<file path="config.mk">
export PLATFORM = sky130hd
export DESIGN_NAME = tvl_cond_combiner
export DESIGN_NICKNAME = d
export VERILOG_FILES = /design/src/rtl/tvl_pkg.sv /design/src/rtl/tvl_op_decode.sv /design/src/rtl/tvl_base_eval.sv /design/src/rtl/tvl_result_shape.sv /design/src/rtl/tvl_cond_combiner.sv
export SDC_FILE = /design/constraint.sdc
export NUM_CORES = 1
export LEC_CHECK = 0
export BUFFER_PORTS_ARGS = -buffer_cell sky130_fd_sc_hd__buf_4
export CAP_MARGIN = 40
export CELL_PAD_IN_SITES_DETAIL_PLACEMENT = 1
export CELL_PAD_IN_SITES_GLOBAL_PLACEMENT = 2
export CORE_UTILIZATION = 24
export DETAILED_ROUTE_END_ITERATION = 10
export HOLD_SLACK_MARGIN = 0.08
export PLACE_DENSITY_LB_ADDON = 0.1
export SLEW_MARGIN = 30
export SYNTH_ARGS = -nofsm -noshare
export SYNTH_HDL_FRONTEND = slang
export SYNTH_HIERARCHICAL = 1
export SYNTH_SLANG_ARGS = --single-unit
</file>
<file path="constraint.sdc">
create_clock -name clk -period 2.4 [get_ports clk]
set_input_delay 0.12 -clock clk [delete_from_list [all_inputs] [get_ports clk]]
set_output_delay 0.12 -clock clk [all_outputs]
set_load 0.03 [all_outputs]
</file>
<file path="src/rtl/tvl_pkg.sv">
// Shared types for the three-valued condition combiner.
// Assumes a 2-bit condition code where bit 1 marks "defined" and bit 0 the level.
package tvl_pkg;

    // Internal three-valued operand: known flag plus logic level.
    typedef struct packed {
        logic known;
        logic level;
    } trit_t;

    // Base evaluation family selected by the decoder.
    typedef enum logic [2:0] {
        BK_AND  = 3'd0,
        BK_OR   = 3'd1,
        BK_XOR  = 3'd2,
        BK_ANDN = 3'd3,
        BK_ORN  = 3'd4,
        BK_NONE = 3'd5
    } base_kind_t;

    // Number of legal operation codes; higher codes are undefined.
    localparam int unsigned NUM_OPS = 9;

    // Convert an external condition code to the internal form.
    function automatic trit_t code_to_trit(input logic [1:0] code);
        trit_t t;
        t.known = code[1];
        t.level = code[1] & code[0];
        return t;
    endfunction

endpackage

</file>
<file path="src/rtl/tvl_op_decode.sv">
// Operation decoder.
// Maps an operation code to a base evaluation family and an invert flag.
// Assumes codes 0..NUM_OPS-1 are legal; anything else decodes to BK_NONE.
module tvl_op_decode
    import tvl_pkg::*;
#(
    parameter int unsigned OP_W = 4
) (
    input  logic [OP_W-1:0] op,
    output base_kind_t      kind,
    output logic            invert
);

    localparam int unsigned LAST_OP = NUM_OPS - 1;

    // Purpose: pick the family and whether the result is inverted.
    always_comb begin
        kind   = BK_NONE;
        invert = 1'b0;
        if (op <= OP_W'(LAST_OP)) begin
            case (op[3:0])
                4'd0: begin kind = BK_AND;  invert = 1'b0; end
                4'd1: begin kind = BK_OR;   invert = 1'b0; end
                4'd2: begin kind = BK_XOR;  invert = 1'b0; end
                4'd3: begin kind = BK_AND;  invert = 1'b1; end
                4'd4: begin kind = BK_OR;   invert = 1'b1; end
                4'd5: begin kind = BK_ANDN; invert = 1'b0; end
                4'd6: begin kind = BK_ORN;  invert = 1'b0; end
                4'd7: begin kind = BK_ANDN; invert = 1'b1; end
                4'd8: begin kind = BK_ORN;  invert = 1'b1; end
                default: begin kind = BK_NONE; invert = 1'b0; end
            endcase
        end
    end

endmodule

</file>
<file path="src/rtl/tvl_base_eval.sv">
// Base three-valued evaluator.
// Computes one of the five non-inverted families on internal trits.
// Assumes operands are already in the known/level form.
module tvl_base_eval
    import tvl_pkg::*;
(
    input  base_kind_t kind,
    input  trit_t      opa,
    input  trit_t      opb,
    output trit_t      res
);

    logic a_true, a_false, b_true;

    // Purpose: name the operand states used below.
    always_comb begin
        a_true  = opa.known & opa.level;
        a_false = opa.known & ~opa.level;
        b_true  = opb.known & opb.level;
    end

    // Purpose: evaluate the selected family with its unknown-propagation rule.
    always_comb begin
        res = '0;
        case (kind)
            BK_AND: begin
                res.known = a_true & opb.known;
                res.level = opb.level;
            end
            BK_OR: begin
                if (a_true || b_true) begin
                    res = '{known: 1'b1, level: 1'b1};
                end else if (opa.known || opb.known) begin
                    res = '{known: 1'b1, level: 1'b0};
                end
            end
            BK_XOR: begin
                if (a_false) begin
                    res = opb;
                end else if (a_true) begin
                    res = '{known: 1'b1, level: ~b_true};
                end
            end
            BK_ANDN: begin
                res.known = a_false & opb.known;
                res.level = opb.level;
            end
            BK_ORN: begin
                if (a_false) begin
                    res = '{known: 1'b1, level: 1'b1};
                end else if (a_true) begin
                    res = '{known: 1'b1, level: b_true};
                end else begin
                    res = opb;
                end
            end
            default: res = '0;
        endcase
    end

endmodule

</file>
<file path="src/rtl/tvl_result_shape.sv">
// Result shaper.
// Applies the optional inversion and folds every unknown to code 0.
// Assumes the level bit of an unknown trit carries no meaning.
module tvl_result_shape
    import tvl_pkg::*;
(
    input  trit_t       base,
    input  logic        invert,
    output logic [1:0]  code
);

    // Purpose: build the canonical external code.
    always_comb begin
        if (base.known) begin
            code = {1'b1, base.level ^ invert};
        end else begin
            code = 2'b00;
        end
    end

endmodule

</file>
<file path="src/rtl/tvl_cond_combiner.sv">
// Three-valued condition combiner, top level.
// Decodes the operation, evaluates the base family, shapes the code and
// registers it with a valid strobe one clock after the request.
// Assumes a synchronous active-low reset; the result holds while idle.
module tvl_cond_combiner
    import tvl_pkg::*;
#(
    parameter int unsigned OP_W = 4,
    parameter int unsigned CC_W = 2
) (
    input  logic            clk,
    input  logic            rst_n,
    input  logic            in_vld,
    input  logic [OP_W-1:0] in_op,
    input  logic [CC_W-1:0] in_a,
    input  logic [CC_W-1:0] in_b,
    output logic            out_vld,
    output logic [CC_W-1:0] out_cc
);

    localparam logic [CC_W-1:0] CC_UNDEF = '0;
    localparam logic [CC_W-1:0] CC_TRUE  = '1;

    base_kind_t  kind;
    logic        invert;
    trit_t       opa, opb, base_res;
    logic [1:0]  shaped;

    // Purpose: convert operand codes to internal trits.
    always_comb begin
        opa = code_to_trit(in_a[1:0]);
        opb = code_to_trit(in_b[1:0]);
    end

    tvl_op_decode #(.OP_W(OP_W)) u_decode (
        .op     (in_op),
        .kind   (kind),
        .invert (invert)
    );

    tvl_base_eval u_eval (
        .kind (kind),
        .opa  (opa),
        .opb  (opb),
        .res  (base_res)
    );

    tvl_result_shape u_shape (
        .base   (base_res),
        .invert (invert),
        .code   (shaped)
    );

    // Purpose: register the result and valid; hold the result when idle.
    always_ff @(posedge clk) begin
        if (!rst_n) begin
            out_vld <= 1'b0;
            out_cc  <= CC_UNDEF;
        end else begin
            out_vld <= in_vld;
            if (in_vld) begin
                out_cc <= CC_W'(shaped);
            end
        end
    end

    // valid follows the request by exactly one clock.
    assert_vld_follow_R8: assert property (@(posedge clk) disable iff (!rst_n)
        in_vld |=> out_vld);
    assert_vld_drop_R8: assert property (@(posedge clk) disable iff (!rst_n)
        !in_vld |=> !out_vld);

    // the alias code never leaves the block.
    assert_no_alias_code_R1: assert property (@(posedge clk) disable iff (!rst_n)
        out_vld |-> out_cc != CC_W'(1));

    // illegal operation codes give unknown.
    assert_illegal_op_R7: assert property (@(posedge clk) disable iff (!rst_n)
        (in_vld && in_op >= OP_W'(NUM_OPS)) |=> out_cc == CC_UNDEF);

    // a true operand A forces or to true.
    assert_or_absorb_R3: assert property (@(posedge clk) disable iff (!rst_n)
        (in_vld && in_op == OP_W'(1) && in_a == CC_TRUE) |=> out_cc == CC_TRUE);

    // and is unknown unless operand A is true.
    assert_and_needs_true_R2: assert property (@(posedge clk) disable iff (!rst_n)
        (in_vld && in_op == OP_W'(0) && in_a != CC_TRUE) |=> out_cc == CC_UNDEF);

    // an unknown operand A makes xor unknown.
    assert_xor_undef_R4: assert property (@(posedge clk) disable iff (!rst_n)
        (in_vld && in_op == OP_W'(2) && !in_a[1]) |=> out_cc == CC_UNDEF);

    // the result holds while no request arrives.
    assert_hold_R9: assert property (@(posedge clk) disable iff (!rst_n)
        !in_vld |=> $stable(out_cc));

endmodule

</file>
# == Yosys cells after proc, flatten, opt, wreduce, memory -nomap -nowiden ==
# Memories as Yosys holds them, arrays and structs flattened.
# Cells that the tools add are included.
# totals
mem_bits_ro,64
register_bits,3
in_bits,11
mem_count,1
out_inout_bits,3
wordCells,31
# mem_list
memory,depth,width,rd,rd_clocked_by_memory_dff,wr,line_no,text
(name not given),16,4,1,0,0,tvl_op_decode.sv:21,case (op[3:0])
# classes
n_bitwise,10
order_cmp,1
eq_ne,4
n_reduce_logical,3
mux,10
# op_table
op,count
2-to-1 mux 2 bit,7
one-hot mux 2 bit (5 select lines),1
bitwise AND 1 bit,7
"== test 3 x 2 -> 1 bit, second input constant",2
"<= comparator 4 bit, second input constant",1
"== test 3 x 1 -> 1 bit, second input constant",1
"== test 3 bit, second input constant",1
zero test 3 bit,1
2-to-1 mux 3 bit,1
logical OR 1 bit,2
NOT 1 bit,2
2-to-1 mux 1 bit,1
XOR 1 bit,1

# == Longest topological paths before layout ==
# logic_depth
depth_word,8
depth_mapped,13
ltp_nobuf,13

# == By module ==
# Netlist, hierarchy kept.
# by_module_without_submodules
mod,cells_each,area_each_um2,seq_area_each_um2,instances
tvl_base_eval,21,135.1,0.0,1
tvl_op_decode,16,117.6,0.0,1
tvl_cond_combiner,10,112.6,60.1,1
tvl_result_shape,3,22.5,0.0,1

# == Least setup slack after synthesis ==
# Ideal clock, no wire load.
# synth_path
path_kind,input port to flip-flop
start,in in_op[1]
end,reg out_cc[0]
t_required_ns,2.284
path_slack_ns,0.546
arrival_ns,1.738
cell_stages,13
path_buffers,0
setup_ns,0.116
path_cell_list,inv_1 ha_1 nor2_1 a21oi_1 o21a_1 nor2b_1 a31oi_1 a21oi_1 a211o_1 xor2_1 and2_1 mux2i_1 nor2b_1
# synth_rtl
item,line_no,text
from (decl),tvl_cond_combiner.sv:14,"input logic [OP_W-1:0] in_op,"
to (signal assigned),tvl_cond_combiner.sv:62,out_cc <= CC_W'(shaped);
to (decl),tvl_cond_combiner.sv:18,output logic [CC_W-1:0] out_cc

==> flow_summary.html <==
<table>
<tr><th>Metric</th><th>Value</th></tr>
<tr><th colspan="2">Clocking</th></tr>
<tr><td>Number of buffers on the longest clock path</td><td>2</td></tr>
<tr><td>Cts hold-fix bufs</td><td>0</td></tr>
<tr><td>Post-cts gate resize count</td><td>0</td></tr>
<tr><td>CTS tree</td><td>yes</td></tr>
<tr><td>Clock transition time at the flip-flop clock pins of the worst setup and hold paths</td><td>0.03 ns</td></tr>
<tr><td>Post-CTS setup buffer count</td><td>0</td></tr>
<tr><td>Cell at the root of the clock tree</td><td>sky130_fd_sc_hd__clkbuf_4</td></tr>
<tr><td>Skew-Pair Late Insertion Delay</td><td>0.23 ns</td></tr>
<tr><td>Num CTS Buffers</td><td>3</td></tr>
<tr><td>H-Tree Depth</td><td>1</td></tr>
<tr><td>Number of sinks handled by clock tree synthesis</td><td>3</td></tr>
<tr><th colspan="2">Critical path</th></tr>
<tr><td>Maximum fanout along the worst path</td><td>8</td></tr>
<tr><td>Category of the worst setup path launch point</td><td>input port</td></tr>
<tr><td>Sequence of cells on the critical path</td><td>buf_4, inv_1, ha_1, mux2i_1, nor2_1, nor2b_1, a31oi_1, a21oi_1, a211o_1, xor2_1, and2_1, mux2i_1, nor2b_1</td></tr>
<tr><td>Worst path required time</td><td>2.52 ns</td></tr>
<tr><td>Crit path capture type</td><td>register</td></tr>
<tr><td>Reg-to-reg slack, setup</td><td>1.80 ns</td></tr>
<tr><td>Worst EP arrival</td><td>2.04 ns</td></tr>
<tr><td>Cell with the biggest individual delay on the critical path</td><td>sky130_fd_sc_hd__nor2_1</td></tr>
<tr><td>Destination of the worst register-to-register timing path</td><td>out_cc[1]$_SDFFE_PN0P_</td></tr>
<tr><td>Reg2reg path depth</td><td>2</td></tr>
<tr><td>Beginning of the worst register-to-register path</td><td>out_cc[1]$_SDFFE_PN0P_</td></tr>
<tr><td>Class of the most critical setup path</td><td>input port to register</td></tr>
<tr><td>Critical Path Max Stage Delay</td><td>0.34 ns</td></tr>
<tr><th colspan="2">Pwr</th></tr>
<tr><td>Total power</td><td>220 µW</td></tr>
<tr><td>Combinational share of power</td><td>35.4%</td></tr>
<tr><td>Total internal power</td><td>153 µW</td></tr>
<tr><td>Maximum resistive drop on vdd</td><td>0.000242 V</td></tr>
<tr><td>Sw frac</td><td>30.6%</td></tr>
<tr><td>Leakage dissipation</td><td>0.000250 µW</td></tr>
<tr><td>Clk pwr share</td><td>39.8%</td></tr>
<tr><td>Power density relative to cell area</td><td>420 nW/µm²</td></tr>
<tr><td>Part of the total power dissipated in sequential elements</td><td>24.8%</td></tr>
<tr><td>Psw</td><td>67.4 µW</td></tr>
<tr><th colspan="2">Floorplanning</th></tr>
<tr><td>DIE HEIGHT</td><td>42.2 µm</td></tr>
<tr><td>Total core area</td><td>1510 µm²</td></tr>
<tr><td>Number of rows created at floorplan</td><td>14</td></tr>
<tr><td>Count of pins on the block boundary</td><td>14</td></tr>
<tr><td>Die width</td><td>42.2 µm</td></tr>
<tr><td>Starting density of the core</td><td>25.7%</td></tr>
<tr><td>Floorplan die area</td><td>1780 µm²</td></tr>
<tr><th colspan="2">Layout</th></tr>
<tr><td>Multi-input combinational cell area</td><td>305 µm²</td></tr>
<tr><td>Antenna fix cells</td><td>0</td></tr>
<tr><td>FF+latch area</td><td>60.1 µm²</td></tr>
<tr><td>Net count reported at finish</td><td>82</td></tr>
<tr><td>Share of cells above drive strength 1</td><td>27.3%</td></tr>
<tr><td>Area growth from synthesis to layout</td><td>35.2%</td></tr>
<tr><td>Filler cells</td><td>192</td></tr>
<tr><th colspan="2">Placement</th></tr>
<tr><td>HPWL reported at the end of detailed placement</td><td>701 µm</td></tr>
<tr><td>Final weighted congestion of routability-driven global placement</td><td>0.718</td></tr>
<tr><td>Count of input and output buffers</td><td>13</td></tr>
<tr><th colspan="2">Logic synthesis</th></tr>
<tr><td>Number of distinct library cells after synthesis</td><td>27</td></tr>
<tr><td>Area contributors post-synth</td><td>sky130_fd_sc_hd__dfxtp_1 (15%), sky130_fd_sc_hd__ha_1 (13%), sky130_fd_sc_hd__nor2b_1 (8.1%), sky130_fd_sc_hd__mux2i_1 (7.7%), sky130_fd_sc_hd__a31oi_1 (4.8%)</td></tr>
<tr><td>Cell Area, Synth</td><td>388 µm²</td></tr>
<tr><td>Library cell occupying the most area in the post-synthesis netlist</td><td>sky130_fd_sc_hd__dfxtp_1</td></tr>
<tr><td>Yosys warns</td><td>6</td></tr>
<tr><td>Average size of a mapped cell</td><td>7.76 µm²</td></tr>
<tr><td>Flip-flop cell with the highest count after synthesis</td><td>sky130_fd_sc_hd__dfxtp_1</td></tr>
<tr><td>FFs w/ async S/R, synth</td><td>0%</td></tr>
<tr><td>Post-synth top area share</td><td>15.5%</td></tr>
<tr><td>Post-synth EDFFs</td><td>0</td></tr>
<tr><td>Most instantiated cells after synthesis</td><td>sky130_fd_sc_hd__nor2b_1 (5), sky130_fd_sc_hd__ha_1 (4), sky130_fd_sc_hd__inv_1 (4)</td></tr>
<tr><td>Post-Synthesis Net Count</td><td>65</td></tr>
<tr><td>Number of cells produced by synthesis</td><td>50</td></tr>
<tr><td>Synth Register Bits</td><td>3</td></tr>
<tr><td>Share of synthesized area occupied by flip-flops and latches</td><td>15.5%</td></tr>
<tr><td>Most used standard cell by instance count after synthesis</td><td>sky130_fd_sc_hd__nor2b_1</td></tr>
<tr><th colspan="2">Route</th></tr>
<tr><td>Overall via count from detail_route</td><td>400</td></tr>
<tr><td>Total iterations of the first detailed-routing run</td><td>3</td></tr>
<tr><td>Remaining antenna violation count after routing</td><td>0</td></tr>
<tr><td>Detailed-route vias per instance</td><td>4.88</td></tr>
<tr><td>Starting DRT DRC Count</td><td>2</td></tr>
<tr><td>Remaining routing DRC violations</td><td>0</td></tr>
<tr><td>Wire length per cell</td><td>11.0 µm</td></tr>
<tr><td>Wire length reported by the detailed router</td><td>899 µm</td></tr>
<tr><th colspan="2">Run</th></tr>
<tr><td>Max-cap check violation count</td><td>0</td></tr>
<tr><th colspan="2">Min path</th></tr>
<tr><td>Tightest Hold Check Type</td><td>input port to register</td></tr>
<tr><td>Hold Path End</td><td>out_cc[1]$_SDFFE_PN0P_</td></tr>
<tr><td>Hold Startpoint</td><td>rst_n</td></tr>
<tr><td>Worst hold path depth</td><td>2</td></tr>
<tr><th colspan="2">Timing</th></tr>
<tr><td>Setup_tns</td><td>0 ns</td></tr>
<tr><td>Fin Clk Skew</td><td>0 ns</td></tr>
<tr><td>Time the worst path needs with I/O delays and setup</td><td>1.92 ns</td></tr>
<tr><td>Relative slew margins</td><td>71.3%</td></tr>
<tr><td>Worst-margin pin slew</td><td>0.429 ns</td></tr>
<tr><td>Setup violations, final</td><td>0</td></tr>
<tr><td>Max Transition Viols Final</td><td>0</td></tr>
<tr><td>Maximum clock rate</td><td>522 MHz</td></tr>
<tr><td>Share of the cycle needed by the critical path after routing</td><td>79.9%</td></tr>
<tr><td>Hold Fails Final Rpt</td><td>0</td></tr>
<tr><td>RSZ-0062 raised after global routing</td><td>no</td></tr>
<tr><th colspan="2">Global route</th></tr>
<tr><td>Overall fraction of global-route tracks in use</td><td>11.7%</td></tr>
<tr><td>Via count of the first global-routing pass</td><td>374</td></tr>
<tr><td>Number of antenna violations at the first check in global routing</td><td>0</td></tr>
<tr><td>First-pass GRT wire length</td><td>1590 µm</td></tr>
<tr><td>Largest net degree at the start of global routing</td><td>9</td></tr>
<tr><td>Congestion Overflow GR</td><td>0</td></tr>
<tr><th colspan="2">Outcome</th></tr>
<tr><td>Run status</td><td>finished clean</td></tr>
</table>
-- per-stage QoR --
stage / area [µm²] / cells / util [%] / hold slack [ns] / setup WS (ns)
final: 524 / 82 / 34.8 / 0.127 / 0.483
after global routing: 524 / 82 / 34.8 / 0.123 / 0.218
after CTS: 524 / 82 / 34.8 / 0.118 / 0.471
after detailed placement: 498 / 78 / 33.1 / 0.361 / 0.234
after global placement: 498 / 78 / 33.1 / 0.353 / 0.211
after floorplan: 388 / 50 / - / 0.248 / 0.546
-- worst max-delay path, delay by kind of cell --
| kind | cells | cell delay (ns) |
|---|---|---|
| XOR/XNOR | 1 | 0.14 |
| buffers and inverters | 2 | 0.19 |
| AND/OR/NAND/NOR | 4 | 0.68 |
| AO/OA/AOI/OAI | 3 | 0.51 |
| multiplexers | 2 | 0.20 |
| adder cells (fa/ha/maj) | 1 | 0.19 |
-- cell type report --
type                            instances  share of cell area, %
Tap cell                               16                   3.82
Multi-Input combinational cell         42                   58.2
Inverter                                4                   2.86
Clock buffer                            4                   5.01
Timing Repair Buffer                   13                   18.6
Sequential cell                         3                   11.5
-- worst max path at each step --
stage,cells past startpoint,startpoint,to
CTS,13,in_op[0],out_cc[0]$_SDFFE_PN0P_
detailed placement,13,in_op[0],out_cc[0]$_SDFFE_PN0P_
floorplan,13,in_op[1],out_cc[0]$_SDFFE_PN0P_
global route,13,in_op[0],out_cc[0]$_SDFFE_PN0P_
global placement,13,in_op[0],out_cc[0]$_SDFFE_PN0P_
finish,13,in_op[0],out_cc[0]$_SDFFE_PN0P_
-- cells in the final DEF, fill, tap and decap left out, types with 2 or more instances in the layout --
master                     instances
sky130_fd_sc_hd__nor2_1            2
sky130_fd_sc_hd__clkbuf_4          3
sky130_fd_sc_hd__a21oi_1           2
sky130_fd_sc_hd__a31oi_1           3
sky130_fd_sc_hd__nor2b_1           5
sky130_fd_sc_hd__xor2_1            2
sky130_fd_sc_hd__buf_4            13
sky130_fd_sc_hd__dfxtp_1           3
sky130_fd_sc_hd__o21ai_0           3
sky130_fd_sc_hd__ha_1              4
sky130_fd_sc_hd__inv_1             4
sky130_fd_sc_hd__mux2i_1           3
sky130_fd_sc_hd__and2_1            3
-- cells by family after synthesis --
family | synth area share [%]
multiplexers | 7.74
adder cells (fa/ha/maj) | 12.9
XOR/XNOR | 4.52
flip-flops | 15.5
AND/OR/NAND/NOR | 25.8
buffers and inverters | 5.81
AO/OA/AOI/OAI | 27.7
-- state kept, by name (all words and copies together), names as in the netlist --
| register | count |
|---|---|
| out_vld | 1 |
| out_cc | 2 |
-- power groups by stage --
stage | registers [µW] | logic, µW | clock network [µW]
after floorplan | 61.6 | 43.9 | 0
final | 54.6 | 78.0 | 87.7
after detailed placement | 55.4 | 78.5 | 0
after global placement | 55.3 | 78.6 | 0
after global routing | 54.9 | 88.5 | 99.2
after CTS | 54.6 | 79.0 | 92.8
-- routing by layer --
metal	vias up	track usage, %	share of wire (%)	wire length [µm]
met3	5	5.17	6.3	57
met5	-	0	0	0
met2	10	17.2	43	389
li1	212	-	-	-
met1	173	14.4	48	435
met4	0	5.63	1.8	16
(Power assumes the default switching activity.)
